**src/rtl/id_branch_pkg.sv**
```systemverilog
package id_branch_pkg;
  localparam int unsigned XLEN   = 32;
  localparam int unsigned IMM_W  = 16;
  localparam int unsigned OPC_W  = 6;
  localparam int unsigned OPC_LSB = XLEN - OPC_W;
  localparam logic [OPC_W-1:0] OPC_BR_EQ = 6'b000100;

  typedef enum logic {
    NPC_SEQ    = 1'b0,
    NPC_TARGET = 1'b1
  } npc_sel_e;
endpackage

```
**src/rtl/br_target_gen.sv**
```systemverilog
module br_target_gen
  import id_branch_pkg::*;
#(
  parameter int unsigned AW = XLEN,
  parameter int unsigned IW = IMM_W
) (
  input  logic          clk,
  input  logic          rst_n,
  input  logic [AW-1:0] pc_plus4_i,
  input  logic [IW-1:0] imm_i,
  output logic [AW-1:0] target_o
);
  localparam int unsigned EXT_W = AW - IW - 2;

  logic [AW-1:0] offset;

  // sign-extend, then scale by four (word offset to byte offset)
  assign offset   = {{EXT_W{imm_i[IW-1]}}, imm_i, 2'b00};
  assign target_o = pc_plus4_i + offset;

  // scaling never disturbs the two low address bits
  p_low_bits_kept_r1: assert property (@(posedge clk) disable iff (!rst_n)
    target_o[1:0] == pc_plus4_i[1:0]);

  // a negative offset always moves the target downward
  p_neg_goes_down_r7: assert property (@(posedge clk) disable iff (!rst_n)
    (imm_i[IW-1] && pc_plus4_i >= AW'(1 << (IW + 2))) |-> (target_o < pc_plus4_i));
endmodule

```
**src/rtl/br_eq_compare.sv**
```systemverilog
module br_eq_compare
  import id_branch_pkg::*;
#(
  parameter int unsigned W = XLEN
) (
  input  logic         clk,
  input  logic         rst_n,
  input  logic [W-1:0] a_i,
  input  logic [W-1:0] b_i,
  output logic         eq_o
);
  logic [W-1:0] diff;

  // one XOR per bit pair; no subtractor and no carry chain
  for (genvar i = 0; i < W; i++) begin : g_bit
    assign diff[i] = a_i[i] ^ b_i[i];
  end

  // OR every difference bit together, then invert
  assign eq_o = ~(|diff);

  // equality is reported only for operands that match in every bit
  p_eq_exact_r3: assert property (@(posedge clk) disable iff (!rst_n)
    eq_o |-> (a_i == b_i));
  // a difference in a single bit is never reported as equal
  p_one_bit_diff_r3: assert property (@(posedge clk) disable iff (!rst_n)
    ($countones(a_i ^ b_i) == 1) |-> !eq_o);
endmodule

```
**src/rtl/br_decide.sv**
```systemverilog
module br_decide
  import id_branch_pkg::*;
(
  input  logic             clk,
  input  logic             rst_n,
  input  logic [OPC_W-1:0] opcode_i,
  input  logic             eq_i,
  input  logic             stall_i,
  output npc_sel_e         npc_sel_o,
  output logic             flush_o
);
  logic is_branch;
  logic taken;

  assign is_branch = (opcode_i == OPC_BR_EQ);
  // stall holds the decision back so a stale comparison never acts
  assign taken     = is_branch & eq_i & ~stall_i;
  assign npc_sel_o = taken ? NPC_TARGET : NPC_SEQ;
  assign flush_o   = taken;

  // instructions that are not branches leave fetch alone
  p_nonbranch_quiet_r2: assert property (@(posedge clk) disable iff (!rst_n)
    (opcode_i != OPC_BR_EQ) |-> (!flush_o && npc_sel_o == NPC_SEQ));
  // a flush is only ever the result of an equal comparison
  p_flush_needs_eq_r4: assert property (@(posedge clk) disable iff (!rst_n)
    flush_o |-> eq_i);
  // unequal operands keep the sequential path
  p_unequal_seq_r5: assert property (@(posedge clk) disable iff (!rst_n)
    !eq_i |-> (npc_sel_o == NPC_SEQ && !flush_o));
  // no redirect while a stall is requested
  p_stall_blocks_r6: assert property (@(posedge clk) disable iff (!rst_n)
    stall_i |-> (!flush_o && npc_sel_o == NPC_SEQ));
endmodule

```
**src/rtl/id_branch_resolver.sv**
```systemverilog
module id_branch_resolver
  import id_branch_pkg::*;
(
  input  logic            clk,
  input  logic            rst_n,
  input  logic [XLEN-1:0] pc_plus4_i,
  input  logic [XLEN-1:0] ifid_instr_i,
  input  logic [XLEN-1:0] rs_val_i,
  input  logic [XLEN-1:0] rt_val_i,
  input  logic            stall_i,
  output logic            pc_sel_o,
  output logic [XLEN-1:0] target_o,
  output logic            ifid_flush_o
);
  logic     ops_equal;
  npc_sel_e npc_sel;

  br_target_gen #(.AW(XLEN), .IW(IMM_W)) u_tgt (
    .clk        (clk),
    .rst_n      (rst_n),
    .pc_plus4_i (pc_plus4_i),
    .imm_i      (ifid_instr_i[IMM_W-1:0]),
    .target_o   (target_o)
  );

  br_eq_compare #(.W(XLEN)) u_cmp (
    .clk   (clk),
    .rst_n (rst_n),
    .a_i   (rs_val_i),
    .b_i   (rt_val_i),
    .eq_o  (ops_equal)
  );

  br_decide u_dec (
    .clk       (clk),
    .rst_n     (rst_n),
    .opcode_i  (ifid_instr_i[XLEN-1:OPC_LSB]),
    .eq_i      (ops_equal),
    .stall_i   (stall_i),
    .npc_sel_o (npc_sel),
    .flush_o   (ifid_flush_o)
  );

  assign pc_sel_o = (npc_sel == NPC_TARGET);

  // redirect and flush always travel together
  p_sel_flush_pair_r4: assert property (@(posedge clk) disable iff (!rst_n)
    pc_sel_o == ifid_flush_o);
endmodule

```
**config.mk**
```make
export PLATFORM = sky130hd
export DESIGN_NAME = id_branch_resolver
export DESIGN_NICKNAME = d
export VERILOG_FILES = /design/src/rtl/id_branch_pkg.sv /design/src/rtl/br_target_gen.sv /design/src/rtl/br_eq_compare.sv /design/src/rtl/br_decide.sv /design/src/rtl/id_branch_resolver.sv
export SDC_FILE = /design/constraint.sdc
export NUM_CORES = 1
export LEC_CHECK = 0
export ABC_AREA = 0
export BUFFER_PORTS_ARGS = -buffer_cell sky130_fd_sc_hd__buf_4
export CORE_UTILIZATION = 44
export DETAILED_ROUTE_END_ITERATION = 10
export PLACE_DENSITY = 0.91
export SLEW_MARGIN = 10
export SYNTH_ARGS = -nofsm -noshare
export SYNTH_HDL_FRONTEND = slang
export SYNTH_SLANG_ARGS = --single-unit
```
**constraint.sdc**
```tcl
create_clock -name vclk -period 9.5
set_input_delay 2.85 -clock vclk [all_inputs]
set_output_delay 2.85 -clock vclk [all_outputs]
set_load 0.1 [all_outputs]
```
* Word level (Yosys, flattened, before mapping)
Index checks and enable logic that the tools add are counted.
Word-level totals: register bits 0, word-level logic and storage cells 40, output and inout port bits 34, input bits 131
Cells by class: bitwise gates (word level) 36, equal/unequal tests 1, reductions and logical operators 1, $add $sub $neg 1, mux-type cells 1
Operators with widths (count):
- adder 32 bit | 1
- OR reduction 32 bit | 1
- XOR 1 bit | 32
- == test 6 x 3 -> 1 bit (second input constant) | 1
- AND 1 bit | 2
- inverter 1 bit | 2
- 2-to-1 mux 1 bit | 1

* Logic depth before layout (Yosys ltp)
Gate-level depths: netlist (run 1).
word-level depth 6, depth in mapped cells 10, depth with buffers taken out 10

* Modules after synthesis
Synthesis (run 1) repeated with hierarchy kept, for this count alone.
Unflattened totals: cells, all modules 270, area total of the unflattened synthesis 2049.5 um^2
By module, submodules not included:
- br_target_gen | sequential area each 0.0 um^2, cells each 223, area an instance 1672.9 um^2, instances 1
- br_eq_compare | sequential area each 0.0 um^2, cells each 43, area an instance 346.6 um^2, instances 1
- br_decide | sequential area each 0.0 um^2, cells each 4, area an instance 30.0 um^2, instances 1

* Worst setup path after synthesis (run 1)
OpenSTA, ideal clock, no wires.
path type input to output, from in pc_plus4_i[2], to out target_o[28], stages 10, required time 6650 ps, setup slack -164 ps, arrival time 6814 ps, cells stage by stage ha_1 > inv_1 > fa_1 > nand2b_1 > a21oi_1 > o2111ai_1 > a21oi_1 > a21oi_1 > o21a_1 > o311ai_1
On the way: word-level cells in the longest chain between the ends 1
Ends and longest elaborated chain:
- start: declaration | line id_branch_resolver.sv:6 | input logic [XLEN-1:0] pc_plus4_i,
- adder 32 bit | line br_target_gen.sv:19 | assign target_o = pc_plus4_i + offset;
- end: declaration | line id_branch_resolver.sv:12 | output logic [XLEN-1:0] target_o,
Every way passes these cells.

* Final worst setup path (run 1)
from in pc_plus4_i[2], to out target_o[30]
The elaborated chain is that of the path after synthesis.

==> results of run 1 <==
[layout make-up]
type,count,area [sq um]
fillers,344,1050
inverters,10,37.5
repair buffers,149,1120
well taps,50,62.6
multi-input cells,250,1850
[cell families (layout without fill, tap and decap cells)]
logic type,Yosys count,in the layout,synth area share
compound gates,87,87,0.299
buf+inv,23,159,0.0504
simple gates,75,75,0.190
fa+ha+maj,30,30,0.198
xor+xnor,58,58,0.262
[per-layer routing]
layer	vias up	global-route usage
met4	0	0.0391
met3	6	0.0117
met2	99	0.425
met5	-	0
li1	1268	-
met1	1152	0.344
[cell usage in the layout, fill, tap and decap left out, types with 2 or more instances in the layout]
cell,instances
xnor2_1,15
nand4_1,11
nand2_1,17
nor4_1,9
a211oi_2,2
inv_1,10
o21ai_1,9
xor2_1,43
nand2b_1,6
a31oi_1,2
o21ai_0,7
buf_4,149
o21a_1,2
ha_1,29
a21o_1,13
nor3_1,2
nand3_1,4
nor2b_1,2
o21bai_1,7
a21oi_1,30
nor2_1,21
o211ai_1,3
[report_power, final]
| part | leakage (uW) | switching (uW) | internal, uW |
|---|---|---|---|
| Combinational | 0.00156 | 298 | 118 |
| Sequential | 0 | 0 | 0 |
| Clock | 0 | 0 | 0 |
[worst max path at each step]
stage / start / end / cells after the start
after floorplan: pc_plus4_i[14] / target_o[29] / 7
after global placement: pc_plus4_i[2] / target_o[30] / 12
after detailed placement: pc_plus4_i[2] / target_o[28] / 12
after CTS: pc_plus4_i[2] / target_o[30] / 12
after global routing: pc_plus4_i[2] / target_o[30] / 12
final: pc_plus4_i[2] / target_o[30] / 12
[worst max-delay path, cell delays in order]
cell and delay, ns:
buf_4 0.08, ha_1 0.20, inv_1 0.07, fa_1 0.40, nand2b_1 0.19, a21oi_1 0.26
o2111ai_1 0.23, a21oi_1 0.23, a21oi_1 0.20, o31ai_1 0.34, xor2_1 0.18, buf_4 0.31
[through the flow]
step,instances,cell area (sq um),hold WS [ns],setup WS [ns]
floorplan,273,1940,5.91,0.340
global placement,459,3060,5.70,1.21
detailed placement,459,3060,5.70,1.18
CTS,459,3060,5.70,1.16
global route,459,3060,5.70,0.804
finish,459,3060,5.70,1.11
==> impl_metrics.ini, run 1 <==
[sta]
post-route-period-util = 0.884
grt_setup_unrepaired = false
setup_viol = 0
finalSetupTns_ns = 0
hold_viol = 0
relSlewSlack = 0.683
worst_pin_slew_ns = 0.475
max_freq_mhz = 119
drv_slew = 0
fin_crit_ns = 8.39

[job]
max_cap_viol_count = 0

[synth]
ys_top_cells_by_count = xor2_1 (43), a21oi_1 (30), ha_1 (29), nor2_1 (21), nand2_1 (17)
synth.avg_cell_area_sq_um = 7.09
syn_inst = 273
yosysTopAreaCell = xor2_1
synth_top_area_frac = 0.195
yosysWarningCount = 0
ys_seq_area_frac = 0
synth.most_common_cell = xor2_1
syn_area_sq_um = 1940
syn_nets = 434
synth_cell_types = 38
synthTopCellsByArea = xor2_1 (19%), ha_1 (19%), a21oi_1 (7.8%)

[setup_path]
crit_arrival_ns = 5.54
worstSetupStartpointType = primary input
cp-end-kind = output pin
required_ns = 6.65
crit_type = in2out
cp_max_fo = 5

[routing]
wl_mm = 6.51
route.met2.wl_mm = 3.32
vias = 2525
drcViolationCount = 0
routed.top_layer = met4
wl_met1_mm = 2.77
drt-pass1-iter-count = 4
postRouteAntennaNets = 0
drt-initial-drc-count = 115
route.detailed.wl_per_inst_microns = 14.2
wl_met3_microns = 363
via_per_inst = 5.50

[cts]
cts_resized = 0
cts_hold_buf = 0
post_cts_buffers = 0

[final_layout]
fin_nets = 572
final_core_util = 0.745
drive_gt1_frac = 0.379
diodes = 0
clock_buffers = 0
nFlopsAndLatches = 0
syn2layout_area_growth_pct = 58.3
register_area_sq_um = 0

[floorplanning]
coreArea_sq_um = 4120
ios = 165
start_util = 0.470
dieHeight_microns = 68.3
rows = 23
die_area_sq_um = 4670
dieWidth_microns = 68.3

[power]
power_density_nw_per_um2 = 136
finalPower_uw = 417
ir_drop_v = 0.000121
p_leak_uw = 0.00156

[placed_design]
gp_congestion = 0.903
place_hpwl_mm = 5.68
portBuffers = 149

[grt]
antenna_found_initial = 0
grt_pass1_wl_mm = 9.14
grt_overflow = 0
grt_pass1_vias = 2154
grt_max_degree = 16
grt.total_usage = 0.248

[worst_hold_path]
hold_end = target_o[1]
whs_path_depth = 0
min_from = pc_plus4_i[1]
hold_path.class = in2out

[outcome]
status = finished clean
Power figures use the tool's default switching activity.
==> run 2: changes to the inputs <==
--- a/config.mk
+++ b/config.mk
@@ -7,10 +7,11 @@
 export LEC_CHECK = 0
 export ABC_AREA = 0
 export BUFFER_PORTS_ARGS = -buffer_cell sky130_fd_sc_hd__buf_4
-export CORE_UTILIZATION = 44
+export CORE_UTILIZATION = 45
 export DETAILED_ROUTE_END_ITERATION = 10
 export PLACE_DENSITY = 0.91
 export SLEW_MARGIN = 10
 export SYNTH_ARGS = -nofsm -noshare
 export SYNTH_HDL_FRONTEND = slang
+export SYNTH_HIERARCHICAL = 1
 export SYNTH_SLANG_ARGS = --single-unit
==> impl_metrics.ini, run 2 <==
[outcome]
status = finished clean

[sta]
max_freq_mhz = 127
finalSetupTns_ns = 0
relSlewSlack = 0.762
hold_viol = 0
fin_crit_ns = 7.89
drv_slew = 0
setup_viol = 0
grt_setup_unrepaired = false
whs_ns = 5.70
post-route-period-util = 0.830
worst_pin_slew_ns = 0.354

[routing]
via_per_inst = 5.65
drt-pass1-iter-count = 4
drcViolationCount = 0
postRouteAntennaNets = 0
wl_mm = 6.71
vias = 2598
drt-initial-drc-count = 73
route.detailed.wl_per_inst_microns = 14.6

[setup_path]
cp_cell_sequence = buf_4 > ha_1 > nand4_4 > nor2_2 > nand3_1 > or3_1 > o211ai_2 > a31oi_1 > xnor2_1 > buf_4
crit_type = in2out
critical_path.max_stage_delay_ns = 0.46
required_ns = 6.65
worstSetupStartpointType = primary input
path_common_cell = buf_4
startpoint = ifid_instr_i[15]
cp_max_fo = 15
cp_num_buf_inv = 2
cp_slowest_cell = ha_1
cp-end-kind = output pin
crit_arrival_ns = 5.04
path_delay_family = simple AND/OR/NAND/NOR gates

[synth]
ys_seq_area_frac = 0
ys_top_cells_by_count = xor2_1 (44), ha_1 (29), a21oi_1 (27), nand2_1 (21), xnor2_1 (16)
synthTopCellsByArea = xor2_1 (19%), ha_1 (18%), xnor2_1 (6.8%)
syn_inst = 270
synth_top_area_frac = 0.188
synth_cell_types = 53
syn_nets = 431
synth.most_common_cell = xor2_1
syn_area_sq_um = 2050
yosysWarningCount = 6
synth.avg_cell_area_sq_um = 7.59
yosysTopAreaCell = xor2_1

[grt]
grt_max_degree = 16
grt_pass1_vias = 2442
grt_pass1_wl_mm = 10.9
grt_overflow = 0
grt.total_usage = 0.269
antenna_found_initial = 0

[final_layout]
diodes = 0
register_area_sq_um = 0
drive_gt1_frac = 0.409
fin_cells = 460
nFlopsAndLatches = 0
fin_nets = 571
layout_common_cells = buf_4 (149), xor2_1 (44), ha_1 (29)
final_common_cell = buf_4
clock_buffers = 0
syn2layout_area_growth_pct = 52.9

[cts]
cts_hold_buf = 0
cts_resized = 0
post_cts_buffers = 0

[floorplanning]
start_util = 0.471
die_area_sq_um = 4830
coreArea_sq_um = 4350
dieHeight_microns = 69.5
rows = 24
dieWidth_microns = 69.5
ios = 165

[power]
p_leak_uw = 0.00154
power_density_nw_per_um2 = 136
finalPower_uw = 425
ir_drop_v = 0.000116

[placed_design]
dp.cells = 460
gp_congestion = 0.869
portBuffers = 149
place_hpwl_mm = 5.86

[worst_hold_path]
hold_path.class = in2out
min_from = pc_plus4_i[1]

[job]
max_cap_viol_count = 0
[run 2: changes by cell type in the layout (fill, tap and decap cells not counted), sizes merged, moves of 2 or more]
cell / delta
o21bai: -4
a41oi: -2
inv: -5
nand2b: -5
a31oi: +2
nand2: +5
o21a: +6
nor2: -4
a21o: -3
[run 2: power breakdown]
| part | switching, uW | internal [uW] |
|---|---|---|
| Clock | 0 | 0 |
| Sequential | 0 | 0 |
| Combinational | 305 | 120 |
| Total | 305 | 120 |
[run 2: cell families after synthesis]
| group | count (synthesis) | share of synthesized area |
|---|---|---|
| XOR/XNOR | 60 | 0.256 |
| buffers and inverters | 16 | 0.0580 |
| AND/OR/NAND/NOR | 76 | 0.200 |
| adder cells (fa/ha/maj) | 30 | 0.187 |
| AO/OA/AOI/OAI | 88 | 0.299 |
[run 2: final cells by class]
cell class         instances  area (sq um)
multi-input cells        254          1930
fillers                  354          1220
repair buffers           149          1120
well taps                 52          65.1
inverters                  5          18.8
[run 2: worst paths after layout]
check                 endpoint  slack [ns]  cells after the start
setup / recovery  target_o[31]        1.61                     10
hold / removal     target_o[1]        5.70                      0
[run 2: routing by layer]
| layer | track usage | vias to the layer above | wire length (microns) |
|---|---|---|---|
| met5 | 0 | - | 0 |
| met4 | 0.0771 | 0 | 222 |
| met3 | 0.0174 | 18 | 356 |
| met2 | 0.539 | 117 | 3610 |
| met1 | 0.298 | 1183 | 2510 |
| li1 | - | 1280 | - |
[run 2: per-stage QoR]
stage                     area (sq um)  utilization  setup slack, ns
after floorplan                   2050            -            0.312
after global placement            3130        0.720             1.67
after detailed placement          3130        0.720             1.62
after CTS                         3130        0.720             1.62
after global routing              3130        0.720             1.50
final                             3130        0.720             1.61
==> run 3: changes to the inputs <==
--- a/config.mk
+++ b/config.mk
@@ -5,11 +5,11 @@
 export SDC_FILE = /design/constraint.sdc
 export NUM_CORES = 1
 export LEC_CHECK = 0
-export ABC_AREA = 0
+export ABC_AREA = 1
 export BUFFER_PORTS_ARGS = -buffer_cell sky130_fd_sc_hd__buf_4
-export CORE_UTILIZATION = 45
+export CORE_UTILIZATION = 43
 export DETAILED_ROUTE_END_ITERATION = 10
-export PLACE_DENSITY = 0.91
+export PLACE_DENSITY = 0.81
 export SLEW_MARGIN = 10
 export SYNTH_ARGS = -nofsm -noshare
 export SYNTH_HDL_FRONTEND = slang
==> constraint.sdc (replaced) <==
create_clock -name vclk -period 6.45
set_input_delay 1.935 -clock vclk [all_inputs]
set_output_delay 1.935 -clock vclk [all_outputs]
set_load 0.1 [all_outputs]
==> impl_metrics.ini, run 3 <==
[routing]
drt-initial-drc-count = 134
postRouteAntennaNets = 0
wl_mm = 8.83
vias = 3837
drt-pass1-iter-count = 8
route.detailed.wl_per_inst_microns = 10.4
drcViolationCount = 7
via_per_inst = 4.54

[synth]
synth.avg_cell_area_sq_um = 4.73
yosysWarningCount = 6
synth.most_common_cell = nand2_1
syn_area_sq_um = 2950
yosysTopAreaCell = nand2_1
ys_seq_area_frac = 0
syn_nets = 784
synthTopCellsByArea = nand2_1 (32%), inv_1 (18%), ha_1 (12%)
synth_cell_types = 23
syn_inst = 623
ys_top_cells_by_count = nand2_1 (253), inv_1 (141), nor2_1 (81), ha_1 (29), nand3_1 (25)
synth_top_area_frac = 0.322

[cts]
post_cts_buffers = 0
cts_hold_buf = 0
cts_resized = 0

[outcome]
failed_checks = DRC
status = finished, violations left

[sta]
relSlewSlack = 0.796
grt_setup_unrepaired = false
whs_ns = 3.87
finalSetupTns_ns = 0
post-route-period-util = 0.900
fin_crit_ns = 5.80
drv_slew = 0
setup_viol = 0
hold_viol = 0
max_freq_mhz = 172
worst_pin_slew_ns = 0.306

[final_layout]
layout_common_cells = nand2_1 (253), buf_4 (149), inv_1 (141)
drive_gt1_frac = 0.252
register_area_sq_um = 0
nFlopsAndLatches = 0
final_core_util = 0.640
final_cell_area_sq_um = 4160
multi_input_area_sq_um = 2400
num-fill-cells = 670
diodes = 0
syn2layout_area_growth_pct = 41.0
final_common_cell = nand2_1
clock_buffers = 0
fin_nets = 932

[setup_path]
crit_arrival_ns = 3.87
cp_num_buf_inv = 4
cp-end-kind = output pin
critical_path.max_stage_delay_ns = 0.44
path_common_cell = nand2_1
cp_max_fo = 4
worstSetupStartpointType = primary input
cp_slowest_cell = fa_1
path_delay_family = simple AND/OR/NAND/NOR gates
crit_type = in2out
startpoint = pc_plus4_i[2]
cp_cell_sequence = buf_4 > ha_1 > inv_1 > fa_1 > inv_1 > nand3_1 > nand3_1 > nand3_1 > nand2_1 > nand2_1 > nand2_1 > nand2_1 > nand2_1 > buf_4
required_ns = 4.51

[floorplanning]
rows = 29
dieHeight_microns = 84.8
coreArea_sq_um = 6490
die_area_sq_um = 7190
ios = 165
start_util = 0.454
dieWidth_microns = 84.8

[power]
p_leak_uw = 0.00281
ir_drop_v = 0.000147
power_density_nw_per_um2 = 153

[worst_hold_path]
min_from = pc_plus4_i[1]
hold_path.class = in2out
whs_path_depth = 0
hold_end = target_o[1]

[grt]
grt_overflow = 0
grt_pass1_vias = 3496
antenna_found_initial = 0
grt_max_degree = 16
grt.total_usage = 0.239
grt_pass1_wl_mm = 14.5

[placed_design]
place_hpwl_mm = 8.06
gp_congestion = 0.934
portBuffers = 149
postPlaceCellArea_sq_um = 4160

[job]
max_cap_viol_count = 0
run 3: changes by cell type in the layout (fill, tap and decap cells not counted), sizes merged, moves of 12 or more:
cell,previous run,this run
inv,5,144
xor2,44,15
o21ai,17,2
xnor2,16,4
nand2,22,273
nor2,17,90
nand3,3,29
a21oi,31,19
run 3: how the worst max path moves through the flow:
stage	to	slack (ns)	cells after the start
detailed placement	target_o[18]	0.65	13
global route	target_o[30]	0.48	14
floorplan	target_o[14]	0.05	9
finish	target_o[30]	0.65	14
CTS	target_o[18]	0.64	13
global placement	target_o[18]	0.70	13
run 3: per-stage QoR:
stage               setup WS, ns  instances  power [uW]
finish                     0.646        846         636
global route               0.476        846         676
CTS                        0.641        846         636
detailed placement         0.653        846         635
global placement           0.697        846         628
floorplan                 0.0483        623         477
run 3: per-layer routing:
layer | global-route usage | vias to the layer above | wire length, microns
li1 | - | 2128 | -
met1 | 0.295 | 1616 | 3950
met2 | 0.466 | 83 | 4420
met3 | 0.00787 | 10 | 321
met4 | 0.0370 | 0 | 146
met5 | 0 | - | 0
run 3: power by group:
part | total (uW) | internal [uW] | switching [uW]
Sequential | 0 | 0 | 0
Combinational | 636 | 176 | 460
Clock | 0 | 0 | 0
Total | 636 | 176 | 460
run 3: cell type report:
cell class | count | share of cell area
multi-input cells | 476 | 0.578
repair buffers | 149 | 0.269
well taps | 77 | 0.0232
inverters | 144 | 0.130
run 3: cell families (layout without fill, tap and decap cells):
kind of cell / after synthesis / count (layout) / share of synthesized area
compound gates: 26 / 26 / 0.0522
buf+inv: 147 / 293 / 0.191
xor+xnor: 19 / 19 / 0.0565
fa+ha+maj: 30 / 30 / 0.130
simple gates: 401 / 401 / 0.570
